## config.mk

```make
export PLATFORM = sky130hd
export DESIGN_NAME = cfg_serial_rx
export DESIGN_NICKNAME = d
export VERILOG_FILES = /design/src/rtl/cfg_rx_pkg.sv /design/src/rtl/cfg_rx_sync.sv /design/src/rtl/cfg_rx_shifter.sv /design/src/rtl/cfg_rx_bank.sv /design/src/rtl/cfg_serial_rx.sv
export SDC_FILE = /design/constraint.sdc
export NUM_CORES = 1
export LEC_CHECK = 0
export BUFFER_PORTS_ARGS = -buffer_cell sky130_fd_sc_hd__buf_4
export CAP_MARGIN = 10
export CORE_MARGIN = 4
export CORE_UTILIZATION = 45
export DETAILED_ROUTE_END_ITERATION = 10
export GPL_TIMING_DRIVEN = 0
export PLACE_DENSITY = 0.72
export REMOVE_ABC_BUFFERS = 1
export SLEW_MARGIN = 20
export SYNTH_ARGS = -nofsm -noshare
export SYNTH_HDL_FRONTEND = slang
export SYNTH_SLANG_ARGS = --single-unit
```

## constraint.sdc

```tcl
create_clock -name clk_i -period 2.4 [get_ports clk_i]
set_input_delay 0.24 -clock clk_i [delete_from_list [all_inputs] [get_ports clk_i]]
set_output_delay 0.24 -clock clk_i [all_outputs]
set_load 0.02 [all_outputs]
```

## src/rtl/cfg_rx_pkg.sv

```systemverilog
package cfg_rx_pkg;
  localparam int unsigned CFG_DATA_W = 28;
  localparam int unsigned CFG_ADDR_W = 4;
  localparam int unsigned CFG_SYNC_STAGES = 2;

  // default contents of slot idx
  function automatic logic [63:0] def_value(logic [63:0] seed, int unsigned idx);
    return seed ^ 64'(idx);
  endfunction
endpackage

```

## src/rtl/cfg_rx_sync.sv

```systemverilog
module cfg_rx_sync #(
  parameter int unsigned WIDTH  = 3,
  parameter int unsigned STAGES = 2,
  parameter logic [WIDTH-1:0] RST_VAL = '0
) (
  input  logic             clk_i,
  input  logic             rst_ni,
  input  logic [WIDTH-1:0] in_i,
  output logic [WIDTH-1:0] lvl_o
);
  logic [WIDTH-1:0] pipe_q [STAGES];

  always_ff @(posedge clk_i or negedge rst_ni) begin
    if (!rst_ni) begin
      for (int s = 0; s < STAGES; s++) pipe_q[s] <= RST_VAL;
    end else begin
      pipe_q[0] <= in_i;
      for (int s = 1; s < STAGES; s++) pipe_q[s] <= pipe_q[s-1];
    end
  end

  assign lvl_o = pipe_q[STAGES-1];
endmodule

```

## src/rtl/cfg_rx_shifter.sv

```systemverilog
module cfg_rx_shifter #(
  parameter int unsigned FRAME_W = 32
) (
  input  logic               clk_i,
  input  logic               rst_ni,
  input  logic               shift_en_i,
  input  logic               bit_i,
  output logic [FRAME_W-1:0] frame_o
);
  logic [FRAME_W-1:0] sh_q;

  always_ff @(posedge clk_i or negedge rst_ni) begin
    if (!rst_ni)         sh_q <= '0;
    else if (shift_en_i) sh_q <= {sh_q[FRAME_W-2:0], bit_i};
  end

  assign frame_o = sh_q;
endmodule

```

## src/rtl/cfg_rx_bank.sv

```systemverilog
module cfg_rx_bank #(
  parameter int unsigned DATA_W  = 28,
  parameter int unsigned ADDR_W  = 4,
  parameter int unsigned RST_BIT = DATA_W - 1,
  parameter logic [2**ADDR_W-1:0] IMPL_MASK = 16'hC8FF,
  parameter logic [DATA_W-1:0] DEF_SEED = '0,
  localparam int unsigned NUM_REGS = 2**ADDR_W
) (
  input  logic                       clk_i,
  input  logic                       rst_ni,
  input  logic                       commit_i,
  input  logic [ADDR_W-1:0]          addr_i,
  input  logic [DATA_W-1:0]          data_i,
  output logic [NUM_REGS*DATA_W-1:0] cfg_o,
  output logic [NUM_REGS-1:0]        wr_stb_o,
  output logic                       soft_rst_o
);
  logic do_rst, do_wr, srst_q;

  assign do_rst = commit_i && (addr_i == '0) && data_i[RST_BIT];
  assign do_wr  = commit_i && !do_rst;

  always_ff @(posedge clk_i or negedge rst_ni) begin
    if (!rst_ni) srst_q <= 1'b0;
    else         srst_q <= do_rst;
  end
  assign soft_rst_o = srst_q;

  for (genvar k = 0; k < NUM_REGS; k++) begin : g_slot
    localparam logic [DATA_W-1:0] DEF =
      DATA_W'(cfg_rx_pkg::def_value(64'(DEF_SEED), k));
    if (IMPL_MASK[k]) begin : g_impl
      logic [DATA_W-1:0] q;
      logic              stb_q;
      logic              hit;
      assign hit = do_wr && (addr_i == ADDR_W'(k));
      always_ff @(posedge clk_i or negedge rst_ni) begin
        if (!rst_ni) begin
          q     <= DEF;
          stb_q <= 1'b0;
        end else begin
          stb_q <= hit;
          if (do_rst)   q <= DEF;
          else if (hit) q <= data_i;
        end
      end
      assign cfg_o[k*DATA_W +: DATA_W] = q;
      assign wr_stb_o[k]               = stb_q;
    end else begin : g_hole
      assign cfg_o[k*DATA_W +: DATA_W] = '0;
      assign wr_stb_o[k]               = 1'b0;
    end
  end
endmodule

```

## src/rtl/cfg_serial_rx.sv

```systemverilog
module cfg_serial_rx #(
  parameter int unsigned DATA_W  = cfg_rx_pkg::CFG_DATA_W,
  parameter int unsigned ADDR_W  = cfg_rx_pkg::CFG_ADDR_W,
  parameter int unsigned STAGES  = cfg_rx_pkg::CFG_SYNC_STAGES,
  parameter int unsigned RST_BIT = DATA_W - 1,
  parameter logic [2**ADDR_W-1:0] IMPL_MASK = 16'hC8FF,
  parameter logic [DATA_W-1:0] DEF_SEED = '0,
  localparam int unsigned NUM_REGS = 2**ADDR_W,
  localparam int unsigned FRAME_W  = DATA_W + ADDR_W
) (
  input  logic                       clk_i,
  input  logic                       rst_ni,
  input  logic                       ser_clk_i,
  input  logic                       ser_data_i,
  input  logic                       ser_le_ni,
  output logic [NUM_REGS*DATA_W-1:0] cfg_o,
  output logic [NUM_REGS-1:0]        wr_stb_o,
  output logic                       soft_rst_o
);
  // bit 2: latch enable, bit 1: data, bit 0: serial clock
  logic [2:0] lvl;
  logic       sclk_prev_q, le_prev_q;
  logic       shift_en, commit;
  logic [FRAME_W-1:0] frame;

  cfg_rx_sync #(
    .WIDTH(3), .STAGES(STAGES), .RST_VAL(3'b100)
  ) u_sync (
    .clk_i (clk_i),
    .rst_ni(rst_ni),
    .in_i  ({ser_le_ni, ser_data_i, ser_clk_i}),
    .lvl_o (lvl)
  );

  always_ff @(posedge clk_i or negedge rst_ni) begin
    if (!rst_ni) begin
      sclk_prev_q <= 1'b0;
      le_prev_q   <= 1'b1;
    end else begin
      sclk_prev_q <= lvl[0];
      le_prev_q   <= lvl[2];
    end
  end

  assign shift_en = lvl[0] && !sclk_prev_q && !lvl[2];
  assign commit   = lvl[2] && !le_prev_q;

  cfg_rx_shifter #(.FRAME_W(FRAME_W)) u_shift (
    .clk_i     (clk_i),
    .rst_ni    (rst_ni),
    .shift_en_i(shift_en),
    .bit_i     (lvl[1]),
    .frame_o   (frame)
  );

  cfg_rx_bank #(
    .DATA_W(DATA_W), .ADDR_W(ADDR_W), .RST_BIT(RST_BIT),
    .IMPL_MASK(IMPL_MASK), .DEF_SEED(DEF_SEED)
  ) u_bank (
    .clk_i     (clk_i),
    .rst_ni    (rst_ni),
    .commit_i  (commit),
    .addr_i    (frame[ADDR_W-1:0]),
    .data_i    (frame[FRAME_W-1:ADDR_W]),
    .cfg_o     (cfg_o),
    .wr_stb_o  (wr_stb_o),
    .soft_rst_o(soft_rst_o)
  );
endmodule

```

==> impl_metrics.yaml, run 1 <==
logic_synthesis:
  syn_area_um2: 15120
  yosys.area.top_type: "dfrtp_1"
  syn_avg_cell_area_um2: 11.59
  synth-seq-cells: 360
  synth_cell_type_count: 49
  synth-xor-area-share_pct: 0
  synth_top_family_by_area: "compound AO/OA/AOI/OAI gates"
  synth_adder_area_share_pct: 0
  synth_compound_area_share_pct: 18.85
  synthSimpleGateAreaFrac_pct: 4.882
  synth_top_area_share_pct: 55.45
  yosysWarnings: 0
  synth.area.mux_share_pct: 3.740
  seq_area_frac_synth_pct: 59.79
  synth_area_leaders: "dfrtp_1 (55%), a22o_1 (8.7%), buf_4 (7.7%)"
  synthCells: 1304
layout:
  drive_gt1_share_pct: 30.16
  seq_area_um2: 9041
  final_net_count: 1575
  area_growth_pct: 24.73
  multi_input_area_um2: 4847
  fill_cells: 2749
  final_cell_mix: "buf_4 (342), dfrtp_1 (334), o21ai_0 (203), a22o_1 (150), conb_1 (145)"
  num_antenna_cells: 0
  final_common_cell: "buf_4"
  fin_cells: 2040
status:
  status: "finished, final reports clean"
global_routing:
  grt_pass1_wl_um: 68810
  grt_util_all_layers_pct: 24.11
  overflow: 0
  grt_pass1_vias: 10990
  antenna_found_initial: 0
  grt_max_degree: 106
timing:
  drv_slew: 0
  finalCritPeriodShare_pct: 95.22
  maxSlewHeadroom_pct: 44.05
  period_minus_slack_ns: 2.285
  worstMarginPinSlew_ns: 0.8361
  skew_ns: 0.02571
  setup-violations-final: 0
  finalHoldViolations: 0
  fmaxAchievable_mhz: 437.6
  rsz0062_at_grt: "no"
detailed_routing:
  drt_drc_violations_left: 0
  routed_via_density: 5.570
  wl_per_cell_um: 22.85
  drtIter0Drc: 845
  routed_wl_um: 46610
  antenna_left: 0
  firstDrtPassIters: 5
  route.vias.total: 11360
cts:
  path_clk_slew_ns: 0.06
  cts_root_buf: "clkbuf_16"
  cts_buffers: 38
  h-tree-depth: 2
  cts_sinks: 360
  cts_max_path_buffers: 3
  cts_tree: "yes"
  worstSkewPairLatency_ns: 0.52
worst_setup_path:
  timing.rr.start: "u_shift.frame_o[31]$_DFFE_PN0P_"
  cpPeakStageDelay_ns: 0.70
  critPathKind: "reg -> reg"
  cp_slowest_cell: "a22oi_2"
  path_depth: 5
  cp.buffers_inverters: 2
  cp_cell_sequence: "nor3b_4, buf_4, a22oi_2, buf_6, a22o_1"
  end_kind: "register"
  cp_data_arrival_time_ns: 2.73
  critPathLaunchType: "register"
  critPathMaxFanout: 19
  critPathTopFamily: "compound AO/OA/AOI/OAI gates"
  worstRegToRegCells: 5
  startpoint: "u_shift.frame_o[31]$_DFFE_PN0P_"
  crit_required_ns: 2.84
pwr:
  p_leak_uw: 0.009687
  ir_drop_mv: 0.6378
  p_per_area_nw_per_um2: 791.3
  design_power_total_uw: 14920
floorplanning:
  die_w_um: 191.3
  die-height_um: 191.3
  io_pins: 470
  start_util_pct: 46.00
  rows: 66
  die_area_um2: 36600
  coreArea_um2: 32870
worst_hold_path:
  hold_class: "in -> async"
placement:
  gp_congestion: 0.8124
  dp.cells: 1956
  dpl.hpwl_um: 30560
  port_buffers: 324
run:
  drv_cap: 0
[worst paths after layout]
path / end / slack (ns)
worst max-delay path: u_bank.g_slot[15].g_impl.q[21]$_DFFE_PN0P_ / 0.11
worst min-delay path: u_bank.g_slot[3].g_impl.q[24]$_DFFE_PN0P_ / 0.31
worst max register to register: u_bank.g_slot[15].g_impl.q[21]$_DFFE_PN0P_ / 0.11
worst min register to register: u_sync.lvl_o[0]$_DFF_PN0_ / 0.35
max in group asynchronous: u_bank.g_slot[0].g_impl.q[17]$_DFFE_PN0P_ / 0.81
min in group clk_i: u_sync.lvl_o[0]$_DFF_PN0_ / 0.35
[stage by stage]
step | util [%] | setup TNS, ns | worst slack, ns | instance area, um^2 | hold WS [ns]
after floorplan | - | -460.46 | -4.832 | 13870 | -0.05559
after global placement | 51.29 | -1992.87 | -9.526 | 16860 | 0.3330
after detailed placement | 53.08 | -53.72 | -0.6219 | 17440 | 0.2733
after CTS | 57.13 | 0 | 0.07354 | 18780 | 0.3211
after global routing | 57.38 | 0 | 0.04504 | 18860 | 0.3518
final | 57.38 | 0 | 0.1146 | 18860 | 0.3050
[report_power, final]
group          switching (uW)  internal [uW]  total, uW
Clock                    2360           3490       5850
Sequential                351           6450       6800
Combinational            1560            715       2280
[flip-flops by register name, indices dropped and copies added, names as in the netlist]
name                        cells
sclk_prev_q                     1
u_sync.lvl_o                    3
u_shift.frame_o                32
u_bank.soft_rst_o               1
u_bank.g_slot.g_impl.q        308
le_prev_q                       1
u_bank.g_slot.g_impl.stb_q     11
u_sync.pipe_q                   3
[layer usage]
metal / part of all wire, % / global-route usage (%)
met1: 40 / 32.93
met2: 49 / 39.45
met3: 8.3 / 4.748
met4: 2.5 / 7.072
met5: 0 / 0
[kinds of logic (layout without fill, tap and decap cells)]
| group | after synthesis | in the layout |
|---|---|---|
| multiplexers | 56 | 56 |
| AO/OA/AOI/OAI | 431 | 431 |
| flip-flops | 360 | 360 |
| other | 1 | 145 |
| AND/OR/NAND/NOR | 134 | 135 |
| buffers and inverters | 322 | 471 |
[layout make-up]
class,count,area share [%]
Clock buffer,58,6.031
Clock inverter,10,0.5839
Multi-Input combinational cell,767,25.70
Sequential cell,360,47.94
Tap cell,442,2.933
Timing Repair inverter,1,0.03981
Inverter,36,0.7431
Timing Repair Buffer,366,16.02
[cell usage after synthesis (all sizes together)]
master / count
nand3: 56
o31a: 4
nand2: 34
or2: 1
a2bb2oi: 2
inv: 34
nor4b: 1
dfstp: 25
nor4bb: 1
mux2: 4
and4b: 1
nor3: 16
a22o: 150
or4b: 1
o21ai: 216
nand4bb: 1
a22oi: 4
buf: 194
mux2i: 52
nand4b: 1
or3b: 1
nor2b: 2
nor3b: 3
o211ai: 8
nand2b: 2
or3: 1
and2: 2
a21oi: 18
clkbuf: 92
dfrtp: 335
nor4: 1
conb: 1
clkinv: 2
o31ai: 27
nor2: 8
o311ai: 1
nand3b: 1
a211oi: 1
[repair_timing]
item / in CTS / in global routing
cloned: 1 / 1
hold buffers: 4 / 0
setup buffers: 2 / 8
gates resized for setup: 7 / 4
setup endpoints to repair: 218 / 39
endpoints found under the hold margin: 79 / 0
pin swaps: 1 / 1
Note: power is estimated with default switching activity, not from simulation.
==> inputs of run 2 (changes only) <==
--- a/config.mk
+++ b/config.mk
@@ -11,8 +11,7 @@
 export CORE_UTILIZATION = 45
 export DETAILED_ROUTE_END_ITERATION = 10
 export GPL_TIMING_DRIVEN = 0
-export PLACE_DENSITY = 0.72
-export REMOVE_ABC_BUFFERS = 1
+export PLACE_DENSITY = 0.73
 export SLEW_MARGIN = 20
 export SYNTH_ARGS = -nofsm -noshare
 export SYNTH_HDL_FRONTEND = slang
==> impl_metrics.yaml, run 2 (synthesis gave the netlist of run 1 again) <==
global_routing:
  antenna_found_initial: 0
  grt_pass1_wl_um: 75410
  grt_util_all_layers_pct: 27.26
  grt_max_degree: 103
  overflow: 0
  grt_pass1_vias: 11710
placement:
  dpl.hpwl_um: 36720
  dp.cells: 2218
  port_buffers: 324
  gp_congestion: 0.9412
  dp_slack_ns: -0.4922
timing:
  rsz0062_at_grt: "yes"
  drv_slew: 0
  worstMarginPinSlew_ns: 0.9527
  period_minus_slack_ns: 2.368
  setup-violations-final: 0
  skew_ns: 0.01416
  finalHoldViolations: 0
  maxSlewHeadroom_pct: 36.49
  fmaxAchievable_mhz: 422.4
  finalCritPeriodShare_pct: 98.65
  layout_setup_ws_ns: 0.03237
detailed_routing:
  routed_wl_um: 52000
  route.vias.total: 12190
  antenna_left: 0
  drt_drc_violations_left: 0
  wl_per_cell_um: 22.69
  routed_via_density: 5.318
  firstDrtPassIters: 5
  drtIter0Drc: 1105
floorplanning:
  die-height_um: 191.3
  start_util_pct: 46.00
  rows: 66
  io_pins: 470
  die_area_um2: 36600
  coreArea_um2: 32870
  die_w_um: 191.3
cts:
  cts_tree: "yes"
  path_clk_slew_ns: 0.06
  cts_sinks: 360
  cts_buffers: 38
  h-tree-depth: 2
  worstSkewPairLatency_ns: 0.52
  cts_root_buf: "clkbuf_16"
  cts_max_path_buffers: 3
worst_setup_path:
  cp_slowest_cell: "dfstp_2"
  critPathTopFamily: "buffers and inverters"
  critPathMaxFanout: 10
  cpPeakStageDelay_ns: 0.53
  reg2reg_slack_ns: 0.03
  worstRegToRegCells: 6
  cp_cell_sequence: "clkbuf_2, nor4b_4, buf_2, o21ai_1, clkbuf_4, a22o_1"
  worstReg2RegEnd: "u_bank.g_slot[3].g_impl.q[21]$_DFFE_PN0P_"
  critPathKind: "reg -> reg"
  end_kind: "register"
  cp_data_arrival_time_ns: 2.76
  timing.rr.start: "u_sync.lvl_o[2]$_DFF_PN1_"
  crit_required_ns: 2.80
  critPathLaunchType: "register"
  cp.buffers_inverters: 3
pwr:
  switching_share_pct: 28.55
  p_per_area_nw_per_um2: 763.4
  seqPwrFrac_pct: 43.4
  p_int_uw: 10980
  p_sw_uw: 4388
  comb_power_share_pct: 17.3
  p_clk_share_pct: 39.4
  ir_drop_mv: 0.5120
  p_leak_uw: 0.01060
layout:
  largest_reg_flops: 308
  num_antenna_cells: 0
  final_common_cell: "buf_4"
  top_register: "u_bank.g_slot.g_impl.q"
  area_growth_pct: 33.18
  fin_cells: 2292
  final_cell_mix: "buf_4 (483), dfrtp_1 (335), o21ai_0 (200), a22o_1 (150), conb_1 (145)"
  drive_gt1_share_pct: 34.49
  final_net_count: 1828
  post-route-util_pct: 61.26
worst_hold_path:
  hold_class: "in -> async"
run:
  drv_cap: 0
status:
  status: "finished, final reports clean"
==> run 2: power by group through the flow <==
stage	Sequential (uW)	Clock (uW)	Combinational, uW
global placement	6750	0	2520
floorplan	7010	0	1260
global route	6690	6410	2820
detailed placement	6760	0	2580
finish	6670	6050	2650
CTS	6660	6130	2610
==> run 2: layout make-up <==
type                            instances  area (um^2)
Clock inverter                          8        115.1
Tap cell                              442        553.0
Inverter                               36        135.1
Timing Repair Buffer                  335         2592
Buffer                                286         1805
Sequential cell                       360         9040
Multi-Input combinational cell        766         4731
Clock buffer                           59         1164
Fill cell                            2678        12730
==> run 2: through the flow <==
| step | hold slack [ns] | setup TNS [ns] | total power, uW | cell area (um^2) |
|---|---|---|---|---|
| global placement | 0.3372 | -784.34 | 9274 | 18650 |
| finish | 0.3124 | 0 | 15370 | 20140 |
| floorplan | -0.05559 | 0 | 8272 | 15660 |
| global route | 0.3648 | -0.3917 | 15920 | 20140 |
| CTS | 0.3246 | 0 | 15400 | 20100 |
| detailed placement | 0.2772 | -20.18 | 9347 | 18740 |
==> run 2: timing repair <==
action	4_1_cts	5_1_grt
setup buffers	2	1
resized for setup	9	25
hold endpoints to repair	65	0
endpoints found under the setup margin	98	126
cloned	0	0
hold buffers	4	0
==> run 2: worst reg2reg max path, stage by stage, from the launching register on <==
cell	delay, ns
dfstp_2	0.53
clkbuf_2	0.20
nor4b_4	0.38
buf_2	0.33
o21ai_1	0.28
clkbuf_4	0.32
a22o_1	0.21
==> run 2: how the worst max path moves through the flow <==
stage               slack [ns]                 startpoint                                    endpoint  cells after the start
finish                    0.03  u_sync.lvl_o[2]$_DFF_PN1_   u_bank.g_slot[3].g_impl.q[21]$_DFFE_PN0P_                      6
global route             -0.03  u_sync.lvl_o[2]$_DFF_PN1_   u_bank.g_slot[3].g_impl.q[17]$_DFFE_PN0P_                      6
CTS                      0.005  u_sync.lvl_o[2]$_DFF_PN1_  u_bank.g_slot[11].g_impl.q[17]$_DFFE_PN0P_                      7
detailed placement       -0.49  u_sync.lvl_o[2]$_DFF_PN1_   u_bank.g_slot[7].g_impl.q[23]$_DFFE_PN0P_                      6
global placement         -2.25                     rst_ni   u_bank.g_slot[3].g_impl.q[22]$_DFFE_PN0P_                      1
floorplan                 0.40  u_sync.lvl_o[2]$_DFF_PN1_    u_bank.g_slot[0].g_impl.q[0]$_DFFE_PN0P_                      8
==> run 2: layer usage <==
layer	GRT usage, %	part of all wire [%]	up-vias
li1	-	-	5365
met1	37.09	40	6044
met2	42.80	46	679
met3	7.323	10	102
met4	8.950	3.3	0
met5	0	0	-
==> inputs of run 3 (changes only) <==
--- a/config.mk
+++ b/config.mk
@@ -11,7 +11,7 @@
 export CORE_UTILIZATION = 45
 export DETAILED_ROUTE_END_ITERATION = 10
 export GPL_TIMING_DRIVEN = 0
-export PLACE_DENSITY = 0.73
+export PLACE_DENSITY_LB_ADDON = 0.08
 export SLEW_MARGIN = 20
 export SYNTH_ARGS = -nofsm -noshare
 export SYNTH_HDL_FRONTEND = slang
==> impl_metrics.yaml, run 3 (synthesis gave the netlist of run 1 again) <==
layout:
  num_antenna_cells: 0
  area_growth_pct: 33.76
  drive_gt1_share_pct: 35.08
  top_register: "u_bank.g_slot.g_impl.q"
  final_net_count: 1826
  final_cell_mix: "buf_4 (481), dfrtp_1 (335), o21ai_0 (192), a22o_1 (150), conb_1 (145)"
  final_common_cell: "buf_4"
  largest_reg_flops: 308
placement:
  dpl.hpwl_um: 36310
  dp_slack_ns: -0.4596
  port_buffers: 324
  gp_congestion: 0.9013
cts:
  cts_tree: "yes"
  cts_buffers: 38
  cts_max_path_buffers: 3
  cts_sinks: 360
  worstSkewPairLatency_ns: 0.52
  path_clk_slew_ns: 0.06
  cts_root_buf: "clkbuf_16"
  h-tree-depth: 2
detailed_routing:
  drtIter0Drc: 881
  route.met3.wl_um: 4433
  wl_met2_um: 23580
  route.vias.total: 12050
  firstDrtPassIters: 7
  drt_drc_violations_left: 0
  routed_via_density: 5.255
  antenna_left: 0
  wl_met1_um: 21710
  wl_per_cell_um: 22.35
  dr.max_layer_used: "met4"
  routed_wl_um: 51220
worst_setup_path:
  cp_data_arrival_time_ns: 2.75
  critPathMaxFanout: 10
  crit_required_ns: 2.80
  worstRegToRegCells: 4
  critPathKind: "reg -> reg"
  critPathLaunchType: "register"
  reg2reg_slack_ns: 0.06
  end_kind: "register"
  timing.rr.start: "u_sync.lvl_o[2]$_DFF_PN1_"
  worstReg2RegEnd: "u_shift.frame_o[2]$_DFFE_PN0P_"
timing:
  rsz0062_at_grt: "yes"
  skew_ns: 0.01975
  whs_ns: 0.09239
  drv_slew: 0
  period_minus_slack_ns: 2.344
  finalHoldViolations: 0
  setup-violations-final: 0
  layout_setup_ws_ns: 0.05634
  worstMarginPinSlew_ns: 0.8843
  maxSlewHeadroom_pct: 40.92
  finalSetupTns_ns: 0
  fmaxAchievable_mhz: 426.7
  finalCritPeriodShare_pct: 97.65
global_routing:
  grt_max_degree: 102
  overflow: 0
  grt_pass1_vias: 11370
  antenna_found_initial: 0
  grt_pass1_wl_um: 74920
  grt_util_all_layers_pct: 26.95
pwr:
  p_per_area_nw_per_um2: 769.7
  ir_drop_mv: 0.3848
  p_leak_uw: 0.01065
worst_hold_path:
  hold_class: "in -> async"
floorplanning:
  die_area_um2: 36600
  start_util_pct: 46.00
  io_pins: 470
  die_w_um: 191.3
  rows: 66
  die-height_um: 191.3
  coreArea_um2: 32870
status:
  status: "finished, final reports clean"
run:
  drv_cap: 0
==> run 3: changes by cell type in the layout (fill, tap and decap cells not counted), sizes merged <==
| cell | before | now |
|---|---|---|
| clkbuf | 151 | 150 |
| bufinv | 3 | 4 |
| buf | 525 | 524 |
| clkinvlp | 0 | 1 |
==> run 3: routing by layer <==
metal  track usage [%]  up-vias
met2             40.75      567
met1             38.47     6039
met4             8.149        0
met3             7.085       83
li1                  -     5356
met5                 0        -
==> run 3: what timing repair did <==
| item | in CTS | in global routing |
|---|---|---|
| endpoints found under the setup margin | 114 | 162 |
| setup buffers | 1 | 0 |
| hold buffers | 4 | 0 |
| pin swaps | 0 | 1 |
| resized for setup | 8 | 44 |
| endpoints found under the hold margin | 77 | 0 |
==> run 3: cell type report <==
type | count | area, um^2
Inverter | 36 | 138.9
Sequential cell | 360 | 9040
Multi-Input combinational cell | 766 | 4738
Clock buffer | 59 | 1194
Fill cell | 2733 | 12640
Timing Repair Buffer | 334 | 2605
Tap cell | 442 | 553.0
Buffer | 285 | 1804
Clock inverter | 10 | 150.1
==> run 3: power by group <==
group          internal (uW)  switching, uW
registers               6450            233
clock network           3850           2420
logic                    883           1730
total                  11200           4380
==> run 3: stage by stage <==
stage	area (um^2)	instances	util (%)	total power, uW
after floorplan	15660	1448	-	8272
after global placement	18650	2214	56.73	9278
after detailed placement	18770	2219	57.11	9333
after CTS	20190	2293	61.42	15620
after global routing	20220	2292	61.53	16110
final	20220	2292	61.53	15570
==> run 3: worst max-delay path by stage <==
stage / end / cells after the start / slack [ns] / from
floorplan: u_bank.g_slot[0].g_impl.q[0]$_DFFE_PN0P_ / 8 / 0.40 / u_sync.lvl_o[2]$_DFF_PN1_
global placement: u_bank.g_slot[1].g_impl.q[16]$_DFFE_PN0P_ / 1 / -2.37 / rst_ni
detailed placement: u_bank.g_slot[7].g_impl.q[23]$_DFFE_PN0P_ / 6 / -0.46 / u_sync.lvl_o[2]$_DFF_PN1_
CTS: u_bank.g_slot[15].g_impl.q[21]$_DFFE_PN0P_ / 6 / -0.006 / u_shift.frame_o[1]$_DFFE_PN0P_
global route: u_bank.g_slot[7].g_impl.q[23]$_DFFE_PN0P_ / 6 / -0.02 / u_sync.lvl_o[2]$_DFF_PN1_
finish: u_shift.frame_o[2]$_DFFE_PN0P_ / 4 / 0.06 / u_sync.lvl_o[2]$_DFF_PN1_
==> run 3: worst max-delay path, cell delays in order, from the launching register on <==
cell      delay [ns]
dfstp_2         0.37
clkbuf_2        0.17
nor3b_1         0.74
clkbuf_1        0.53
mux2_2          0.41
